$ cat src/rtl/ivs_pkg.sv
package ivs_pkg;

  // Architectural sizes of the interrupt bank.
  localparam int unsigned IVS_SRC    = 16;
  localparam int unsigned IVS_BYTE   = 8;
  localparam int unsigned IVS_VEC_W  = 8;

  // Group boundaries (first index of each group) and table bases.
  localparam int unsigned GRP_B_FIRST = 4;
  localparam int unsigned GRP_C_FIRST = 10;
  localparam int unsigned GRP_D_FIRST = 13;
  localparam int unsigned BASE_A      = 'h06;
  localparam int unsigned BASE_B      = 'h14;
  localparam int unsigned BASE_C      = 'h0E;
  localparam int unsigned BASE_D      = 'h20;
  localparam int unsigned VEC_STEP    = 2;

  typedef enum logic {
    REG_FLAG = 1'b0,
    REG_MASK = 1'b1
  } reg_sel_e;

  // Table address of source idx; used to build constants at elaboration.
  function automatic logic [IVS_VEC_W-1:0] vec_addr(input int unsigned idx);
    int unsigned a;
    if (idx < GRP_B_FIRST)      a = BASE_A + VEC_STEP * idx;
    else if (idx < GRP_C_FIRST) a = BASE_B + VEC_STEP * (idx - GRP_B_FIRST);
    else if (idx < GRP_D_FIRST) a = BASE_C + VEC_STEP * (idx - GRP_C_FIRST);
    else                        a = BASE_D + VEC_STEP * (idx - GRP_D_FIRST);
    return a[IVS_VEC_W-1:0];
  endfunction

endpackage

$ cat src/rtl/ivs_regfile.sv
module ivs_regfile #(
  parameter int unsigned NUM_SRC = ivs_pkg::IVS_SRC,
  parameter int unsigned BYTE_W  = ivs_pkg::IVS_BYTE,
  localparam int unsigned NUM_LANES = NUM_SRC / BYTE_W,
  localparam int unsigned LANE_W    = (NUM_LANES > 1) ? $clog2(NUM_LANES) : 1
) (
  input  logic               clk,
  input  logic               rst_n,
  input  logic               wr_en,
  input  ivs_pkg::reg_sel_e  wr_reg,
  input  logic [LANE_W-1:0]  wr_lane,
  input  logic [BYTE_W-1:0]  wr_data,
  input  logic [NUM_SRC-1:0] set_req,
  input  logic [NUM_SRC-1:0] clr_req,
  output logic [NUM_SRC-1:0] flag_q,
  output logic [NUM_SRC-1:0] mask_q
);

  for (genvar g = 0; g < NUM_LANES; g++) begin : g_lane
    localparam int unsigned LO = g * BYTE_W;
    logic              hit;
    logic [BYTE_W-1:0] flag_d;
    logic [BYTE_W-1:0] mask_d;

    assign hit = wr_en && (wr_lane == LANE_W'(g));

    always_comb begin
      flag_d = flag_q[LO +: BYTE_W];
      mask_d = mask_q[LO +: BYTE_W];
      if (hit && wr_reg == ivs_pkg::REG_FLAG) flag_d = wr_data;
      if (hit && wr_reg == ivs_pkg::REG_MASK) mask_d = wr_data;
      // Acceptance clear first, then peripheral set, so a set wins.
      flag_d = (flag_d & ~clr_req[LO +: BYTE_W]) | set_req[LO +: BYTE_W];
    end

    always_ff @(posedge clk or negedge rst_n) begin
      if (!rst_n) begin
        flag_q[LO +: BYTE_W] <= '0;
        mask_q[LO +: BYTE_W] <= '1;
      end else begin
        flag_q[LO +: BYTE_W] <= flag_d;
        mask_q[LO +: BYTE_W] <= mask_d;
      end
    end
  end

endmodule

$ cat src/rtl/ivs_pick.sv
module ivs_pick #(
  parameter int unsigned NUM_SRC = ivs_pkg::IVS_SRC
) (
  input  logic [NUM_SRC-1:0] pend,
  output logic [NUM_SRC-1:0] grant,
  output logic               any
);

  // Lowest set bit: isolate with two's complement.
  assign grant = pend & (~pend + NUM_SRC'(1));
  assign any   = |pend;

endmodule

$ cat src/rtl/ivs_vecmap.sv
module ivs_vecmap #(
  parameter int unsigned NUM_SRC = ivs_pkg::IVS_SRC,
  parameter int unsigned VEC_W   = ivs_pkg::IVS_VEC_W
) (
  input  logic [NUM_SRC-1:0] grant,
  output logic [VEC_W-1:0]   vector
);

  logic [VEC_W-1:0] part [NUM_SRC];

  for (genvar g = 0; g < NUM_SRC; g++) begin : g_src
    localparam logic [VEC_W-1:0] ADDR = VEC_W'(ivs_pkg::vec_addr(g));
    assign part[g] = grant[g] ? ADDR : '0;
  end

  always_comb begin
    vector = '0;
    for (int i = 0; i < NUM_SRC; i++) vector = vector | part[i];
  end

endmodule

$ cat src/rtl/ivs_top.sv
module ivs_top #(
  parameter int unsigned NUM_SRC = ivs_pkg::IVS_SRC,
  parameter int unsigned BYTE_W  = ivs_pkg::IVS_BYTE,
  parameter int unsigned VEC_W   = ivs_pkg::IVS_VEC_W,
  localparam int unsigned NUM_LANES = NUM_SRC / BYTE_W,
  localparam int unsigned LANE_W    = (NUM_LANES > 1) ? $clog2(NUM_LANES) : 1
) (
  input  logic               clk,
  input  logic               rst_n,
  input  logic               wr_en,
  input  logic               wr_mask,
  input  logic [LANE_W-1:0]  wr_lane,
  input  logic [BYTE_W-1:0]  wr_data,
  input  logic [NUM_SRC-1:0] set_req,
  input  logic               master_en,
  output logic               irq_valid,
  input  logic               irq_ready,
  output logic [VEC_W-1:0]   vector
);

  logic [NUM_SRC-1:0] flag_q;
  logic [NUM_SRC-1:0] mask_q;
  logic [NUM_SRC-1:0] pend;
  logic [NUM_SRC-1:0] grant;
  logic [NUM_SRC-1:0] clr_req;
  logic               any;
  ivs_pkg::reg_sel_e  wr_reg;

  assign wr_reg = wr_mask ? ivs_pkg::REG_MASK : ivs_pkg::REG_FLAG;

  ivs_regfile #(.NUM_SRC(NUM_SRC), .BYTE_W(BYTE_W)) u_regs (
    .clk    (clk),
    .rst_n  (rst_n),
    .wr_en  (wr_en),
    .wr_reg (wr_reg),
    .wr_lane(wr_lane),
    .wr_data(wr_data),
    .set_req(set_req),
    .clr_req(clr_req),
    .flag_q (flag_q),
    .mask_q (mask_q)
  );

  assign pend = flag_q & ~mask_q;

  ivs_pick #(.NUM_SRC(NUM_SRC)) u_pick (
    .pend (pend),
    .grant(grant),
    .any  (any)
  );

  ivs_vecmap #(.NUM_SRC(NUM_SRC), .VEC_W(VEC_W)) u_map (
    .grant (grant),
    .vector(vector)
  );

  assign irq_valid = master_en && any;
  assign clr_req   = (irq_valid && irq_ready) ? grant : '0;

endmodule

$ cat config.mk
export PLATFORM = sky130hd
export DESIGN_NAME = ivs_top
export DESIGN_NICKNAME = d
export VERILOG_FILES = /design/src/rtl/ivs_pkg.sv /design/src/rtl/ivs_regfile.sv /design/src/rtl/ivs_pick.sv /design/src/rtl/ivs_vecmap.sv /design/src/rtl/ivs_top.sv
export SDC_FILE = /design/constraint.sdc
export NUM_CORES = 1
export LEC_CHECK = 0
export BUFFER_PORTS_ARGS = -buffer_cell sky130_fd_sc_hd__clkbuf_2
export CORE_MARGIN = 5
export CORE_UTILIZATION = 40
export DETAILED_ROUTE_END_ITERATION = 16
export SETUP_SLACK_MARGIN = 0.5
export SLEW_MARGIN = 20
export SYNTH_ARGS = -nofsm -noshare
export SYNTH_HDL_FRONTEND = slang
export SYNTH_SLANG_ARGS = --single-unit
$ cat constraint.sdc
create_clock -name clk -period 1.5 [get_ports clk]
set_clock_uncertainty 0.05 [all_clocks]
set_input_delay 0 -clock clk [delete_from_list [all_inputs] [get_ports clk]]
set_output_delay 0 -clock clk [all_outputs]
set_load 0.01 [all_outputs]
==> out/qor.csv, run 1 <==
metric;value;unit
Via-to-Cell Ratio;5.41;
share of cells above drive strength 1;0.513;
met3 usage;0.0408;
Worst Hold Endpoint;u_regs.flag_q[0];
failing checks;setup timing;
CTS Buffer Depth;2;
RSZ-0062 raised after global routing;yes;
PortBufs;36;
die area;6240;um^2
sequential share of the synthesized area;0.431;
dpl ws;-172;ps
aggregate global-route resource usage;0.190;
TritonRoute pass-1 iters;4;
endpoint class of the critical path;output pin;
dominant synthesized flop cell;dfstp_2;
reg2reg start;u_regs.mask_q[1];
Post-Route WL;5.61;mm
Slew Viols, Final;0;
synthesis-to-finish area growth;56.9;%
Required @ worst endpoint;1450;ps
Hold WC Path Type;in2reg;
cell area after synthesis;1910;um^2
Synth cell types;43;
DP HPWL;3.99;mm
Synth Warn #;0;
Remaining DRCs;0;
setup ws final;-492;ps
Worst Path Arrival;1940;ps
Placer Congestion;0.856;
RR Endpoint;u_regs.flag_q[7];
Period minus WS final;1990;ps
CP max FO;4;
Max IR drop VDD;0.450;mV
area occupied by multi-input gates;1250;um^2
met2 Usage GRT;0.320;
Row Count;25;
grt met1 use;0.251;
clk sinks;32;
I/O pins;40;
busiest grt layer;met2;
fillers;369;
global route overflow;0;
Critical-path top delay cell;dfstp_2;
asr flop ratio synth;1.00;
f_max;502;MHz
Final Hold Slack;12.4;ps
Initial Util;0.409;
final hold vios;0;
Pleak;0.00126;uW
diodes inserted;0;
initial antenna violation count;0;
CTS tree;built;
max incr delay on CP;560;ps
Max transition margin;0.667;
die height;79.0;um
status;finished with violations;
critical-path cell list;nor2b_4 > nor4_4 > buf_4 > buf_6 > and3_4 > o32ai_2 > buf_2;
WS Path Type;reg2out;
max capacitance violation total;0;
Worst-Margin Slew;498;ps
Sequential cell area;821;um^2
Yosys reg bits;32;
largest net degree at the start of global routing;33;
first-pass GRT wire length;9.25;mm
most frequent cells in the layout;34 x clkbuf_2, 25 x dlygate4sd3_1, 25 x buf_4;
drt wl/cell;16.8;um
r2r worst-path depth;6;
Hold Crit Depth;3;
nets@finish;310;
overall die width;79.0;um
commonest non-fill, non-tap cell in the layout;clkbuf_2;
Detail Route Antenna Nets;0;
Hold Crit Start;wr_data[0];
Synth Area per Inst;10.8;um^2
Final Cycle Share;1.33;
Cell Pwr Density;995;nW/um^2
Worst-path clk slew;70;ps
Iter 0 DRT Violations;79;
Num CTS Buffers;5;
vias;1803;
synthesized instance count;177;
Reg2Reg Setup Slack;-340;ps
htree depth;2;
vias in the first global route;1935;
Setup crit start kind;flop;
EDFF count, synth;0;
worst skew pair latency;280;ps
root buf cell;clkbuf_8;
endpoints failing setup;18;
core area;4660;um^2
==> routing by layer <==
layer / share of wire / vias up / wire length (um)
li1: - / 856 / -
met1: 0.46 / 893 / 2560
met2: 0.49 / 43 / 2730
met3: 0.045 / 11 / 250
met4: 0.011 / 0 / 64
met5: 0 / - / 0
==> per-stage QoR <==
step / cell area [um^2] / setup TNS (ps) / power, uW / std cells / util
floorplan: 2000 / -126 / 1640 / 179 / -
global placement: 2380 / -1150 / 1940 / 287 / 0.511
detailed placement: 2380 / -1880 / 1970 / 287 / 0.511
CTS: 2880 / -3970 / 2890 / 327 / 0.619
global route: 2990 / -6600 / 3130 / 333 / 0.642
finish: 2990 / -5120 / 2970 / 333 / 0.642
==> Yosys cell counts (3+ instances only) <==
cell type | n | area share
a21o_1 | 3 | 0.012
a21oi_1 | 7 | 0.018
buf_4 | 3 | 0.012
dfrtp_1 | 16 | 0.21
dfstp_2 | 16 | 0.22
mux2_1 | 6 | 0.035
mux2_2 | 17 | 0.10
mux2i_1 | 9 | 0.047
nand2_1 | 6 | 0.012
nand2b_1 | 13 | 0.043
nand3_1 | 5 | 0.013
nand4_1 | 3 | 0.0099
nor2_1 | 10 | 0.020
nor2b_1 | 12 | 0.039
nor3_1 | 7 | 0.018
nor4_1 | 4 | 0.013
o21bai_1 | 6 | 0.024
or2_1 | 3 | 0.0099
==> registers in the layout, summed over array words and instances (netlist names) <==
name           flops
u_regs.flag_q     16
u_regs.mask_q     16
==> where the power goes <==
part | internal [uW] | switching [uW] | total, uW | leakage, uW
sequential | 1030 | 73.5 | 1100 | 0.000315
clock | 408 | 310 | 718 | 0.0000503
combinational | 585 | 571 | 1160 | 0.000890
total | 2020 | 955 | 2970 | 0.00126
==> worst max-delay path, delay by kind of cell (launching register included) <==
kind            cells  cell delay [ps]
buf+inv             3              420
compound gates      1               80
simple gates        3              600
flops               1              560
==> kinds of logic after synthesis <==
logic type,synth area share
and+or+nand+nor,0.257
buffers and inverters,0.0164
other,0.00197
DFF,0.431
AOI/OAI and AO/OA,0.111
muxes,0.183
==> how the worst max path moves through the flow <==
stage | endpoint | from | depth (start not counted)
2_1_floorplan | u_regs.flag_q[15] | u_regs.mask_q[4] | 4
3_3_place_gp | u_regs.flag_q[9] | u_regs.mask_q[4] | 5
3_5_place_dp | u_regs.flag_q[7] | u_regs.mask_q[4] | 5
4_1_cts | vector[2] | u_regs.mask_q[5] | 5
5_1_grt | irq_valid | u_regs.mask_q[5] | 5
6_report | vector[4] | u_regs.mask_q[4] | 7
==> area by class of cell <==
| class | count | area share |
|---|---|---|
| Clock buffer | 7 | 0.0322 |
| Multi-Input combinational cell | 142 | 0.419 |
| Sequential cell | 32 | 0.274 |
| Tap cell | 54 | 0.0226 |
| Timing Repair Buffer | 98 | 0.252 |
==> what timing repair did <==
action	4_1_cts	5_1_grt
pin swaps	10	6
hold buffers	25	0
buffers inserted	8	6
resized for setup	18	15
setup endpoints to repair	22	22
hold endpoints to repair	48	0
No activity file was read; power rests on OpenSTA's default activity.
==> run 2: changes to the inputs <==
MAX_ROUTING_LAYER = met4   (was not set)
PLACE_DENSITY = 0.62   (was not set)
==> run 2 against run 1 <==
  * The run still ends with setup timing left
  * Cell area rose by 4.0%
  * Global-route usage fell by 0.16 points
  * Core utilization rose by 2.6 points
  * Maximum frequency fell by 2.8%
  * Flip-flop and latch count did not move
  * Count of clock-buffer cells in the layout did not move
  * Register-to-register slack got worse by 40 ps
  * Non-clock buffer count rose by 1
  * Largest cell class unchanged
  * Highest routed layer unchanged
==> out/qor.csv, run 2 (same netlist as run 1, synthesis figures left out) <==
metric;value;unit;change
max capacitance violation total;0;;unchanged
global route overflow;0;;unchanged
Setup crit start kind;flop;;
aggregate global-route resource usage;0.189;;-0.00156
Slew Viols, Final;0;;unchanged
endpoints failing setup;17;;-1
Detail Route Antenna Nets;0;;unchanged
RSZ-0062 raised after global routing;yes;;
DP HPWL;3.71;mm;-7.1%
largest net degree at the start of global routing;19;;-42%
setup ws final;-549;ps;-56.5 ps
die height;79.0;um;unchanged
overall power;3220;uW;+8.3%
Critical-path top delay cell;dfstp_2;;
TritonRoute pass-1 iters;4;;unchanged
synthesis-to-finish area growth;63.2;%;
vias;1776;;-1.5%
P_int;2220;uW;+10%
NetSw;1000;uW;+4.7%
dpl ws;-156;ps;+15.7 ps
Remaining DRCs;0;;unchanged
Row Count;25;;unchanged
Iter 0 DRT Violations;69;;-13%
Util after Layout;0.667;;+0.0255
most frequent cells in the layout;32 x clkbuf_2, 25 x dlygate4sd3_1, 25 x buf_4;;
htree depth;2;;unchanged
Post-Route WL;5.52;mm;-1.6%
Worst-path clk slew;70;ps;about the same
post-route insts no fill;335;;+0.60%
core area;4660;um^2;unchanged
crit path buf inv count;5;;+2
Required @ worst endpoint;1450;ps;about the same
PortBufs;36;;unchanged
Clock power frac;0.284;;+0.042
cell family with most CP delay;buffers and inverters;;
nets@finish;311;;+0.32%
CP max FO;3;;-1
Max IR drop VDD;0.857;mV;+90%
area occupied by multi-input gates;1320;um^2;+5.5%
failing checks;setup timing;;
Period minus WS final;2050;ps;+56.5 ps
commonest non-fill, non-tap cell in the layout;clkbuf_2;;
Sw Share;0.310;;-0.0107
Placer Congestion;0.870;;+1.6%
diodes inserted;0;;unchanged
die area;6240;um^2;unchanged
overall die width;79.0;um;unchanged
Comb power frac;0.374;;-0.015
post-route cell area;3110;um^2;+4.0%
root buf cell;clkbuf_8;;
drt wl/cell;16.5;um;-2.2%
CTS Buffer Depth;2;;unchanged
critical-path cell list;nor2b_1 > buf_4 > nor4_4 > buf_4 > buf_6 > buf_6 > and3_4 > o32ai_4 > buf_2;;
I/O pins;40;;unchanged
clk sinks;32;;unchanged
f_max;488;MHz;-2.8%
vias in the first global route;1832;;-5.3%
Placed Area;2400;um^2;+0.84%
endpoint class of the critical path;output pin;;
share of cells above drive strength 1;0.555;;+0.0426
Pleak;0.00130;uW;+3.2%
Final Cycle Share;1.37;;+0.0377
fillers;363;;-1.6%
worst skew pair latency;280;ps;about the same
max incr delay on CP;530;ps;-30 ps
Regs by FF count;u_regs.flag_q: 16 flops, u_regs.mask_q: 16 flops;;
Via-to-Cell Ratio;5.30;;-2.1%
Hold WC Path Type;in2reg;;
first-pass GRT wire length;8.89;mm;-3.9%
CTS tree;built;;
Sequential Power Share;0.341;;-0.029
Cell Pwr Density;1040;nW/um^2;+4.2%
Num CTS Buffers;5;;unchanged
Initial Util;0.409;;unchanged
Worst Path Arrival;2000;ps;+60 ps
WS Path Type;reg2out;;
Sequential cell area;821;um^2;unchanged
initial antenna violation count;0;;unchanged
final hold vios;0;;unchanged
status;finished with violations;;
Inst Count DP;288;;+0.35%
run 2: cell type report:
type                            instances  area share
Clock inverter                          1     0.00966
Tap cell                               54      0.0217
Clock buffer                            7      0.0310
Sequential cell                        32       0.264
Timing Repair Buffer                   99       0.249
Multi-Input combinational cell        142       0.425
run 2: layer usage:
layer  GRT usage  up-vias  part of all wire
li1            -      861                 -
met3      0.0363        8             0.034
met4      0.0584        0             0.018
met2       0.301       34              0.49
met1       0.244      873              0.46
met5           -        -                 0
run 2: through the flow:
step	setup TNS [ps]	hold slack (ps)
2_1_floorplan	-126	-346
3_3_place_gp	-1790	-74.2
3_5_place_dp	-1990	-67.0
4_1_cts	-3870	102
5_1_grt	-6970	124
6_report	-5870	106
run 2: path summary, 6_finish.rpt:
| check | startpoint | slack [ps] | depth (start not counted) | end |
|---|---|---|---|---|
| worst max register to register | u_regs.mask_q[7] | -380 | 9 | u_regs.flag_q[9] |
| worst min register to register | u_regs.flag_q[10] | 560 | 2 | u_regs.flag_q[10] |
| min in group asynchronous | rst_n | 160 | 2 | u_regs.flag_q[6] |
| worst min-delay path | irq_ready | 110 | 4 | u_regs.flag_q[6] |
| max in group asynchronous | rst_n | 700 | 3 | u_regs.mask_q[10] |
| worst max-delay path | u_regs.mask_q[7] | -550 | 9 | vector[4] |
run 2: repair_timing:
| item | in CTS | in global routing |
|---|---|---|
| pin swaps | 12 | 9 |
| hold buffers | 25 | 0 |
| setup buffers | 8 | 6 |
| setup endpoints to repair | 22 | 22 |
| gates resized for setup | 28 | 23 |
| gates cloned | 0 | 0 |
| endpoints found under the hold margin | 57 | 0 |
run 2: power groups by stage:
stage          clock, uW  sequential (uW)  combinational (uW)
2_1_floorplan          0             1090                 546
3_3_place_gp           0             1100                 852
3_5_place_dp           0             1110                 855
4_1_cts              929             1090                1080
5_1_grt              980             1110                1290
6_report             916             1100                1210
run 2: worst register-to-register path, delay by kind of cell, from the launching register on:
kind                   cells  cell delay [ps]
buffers and inverters      5              620
DFF                        1              530
and+or+nand+nor            3              500
AOI/OAI and AO/OA          1               70
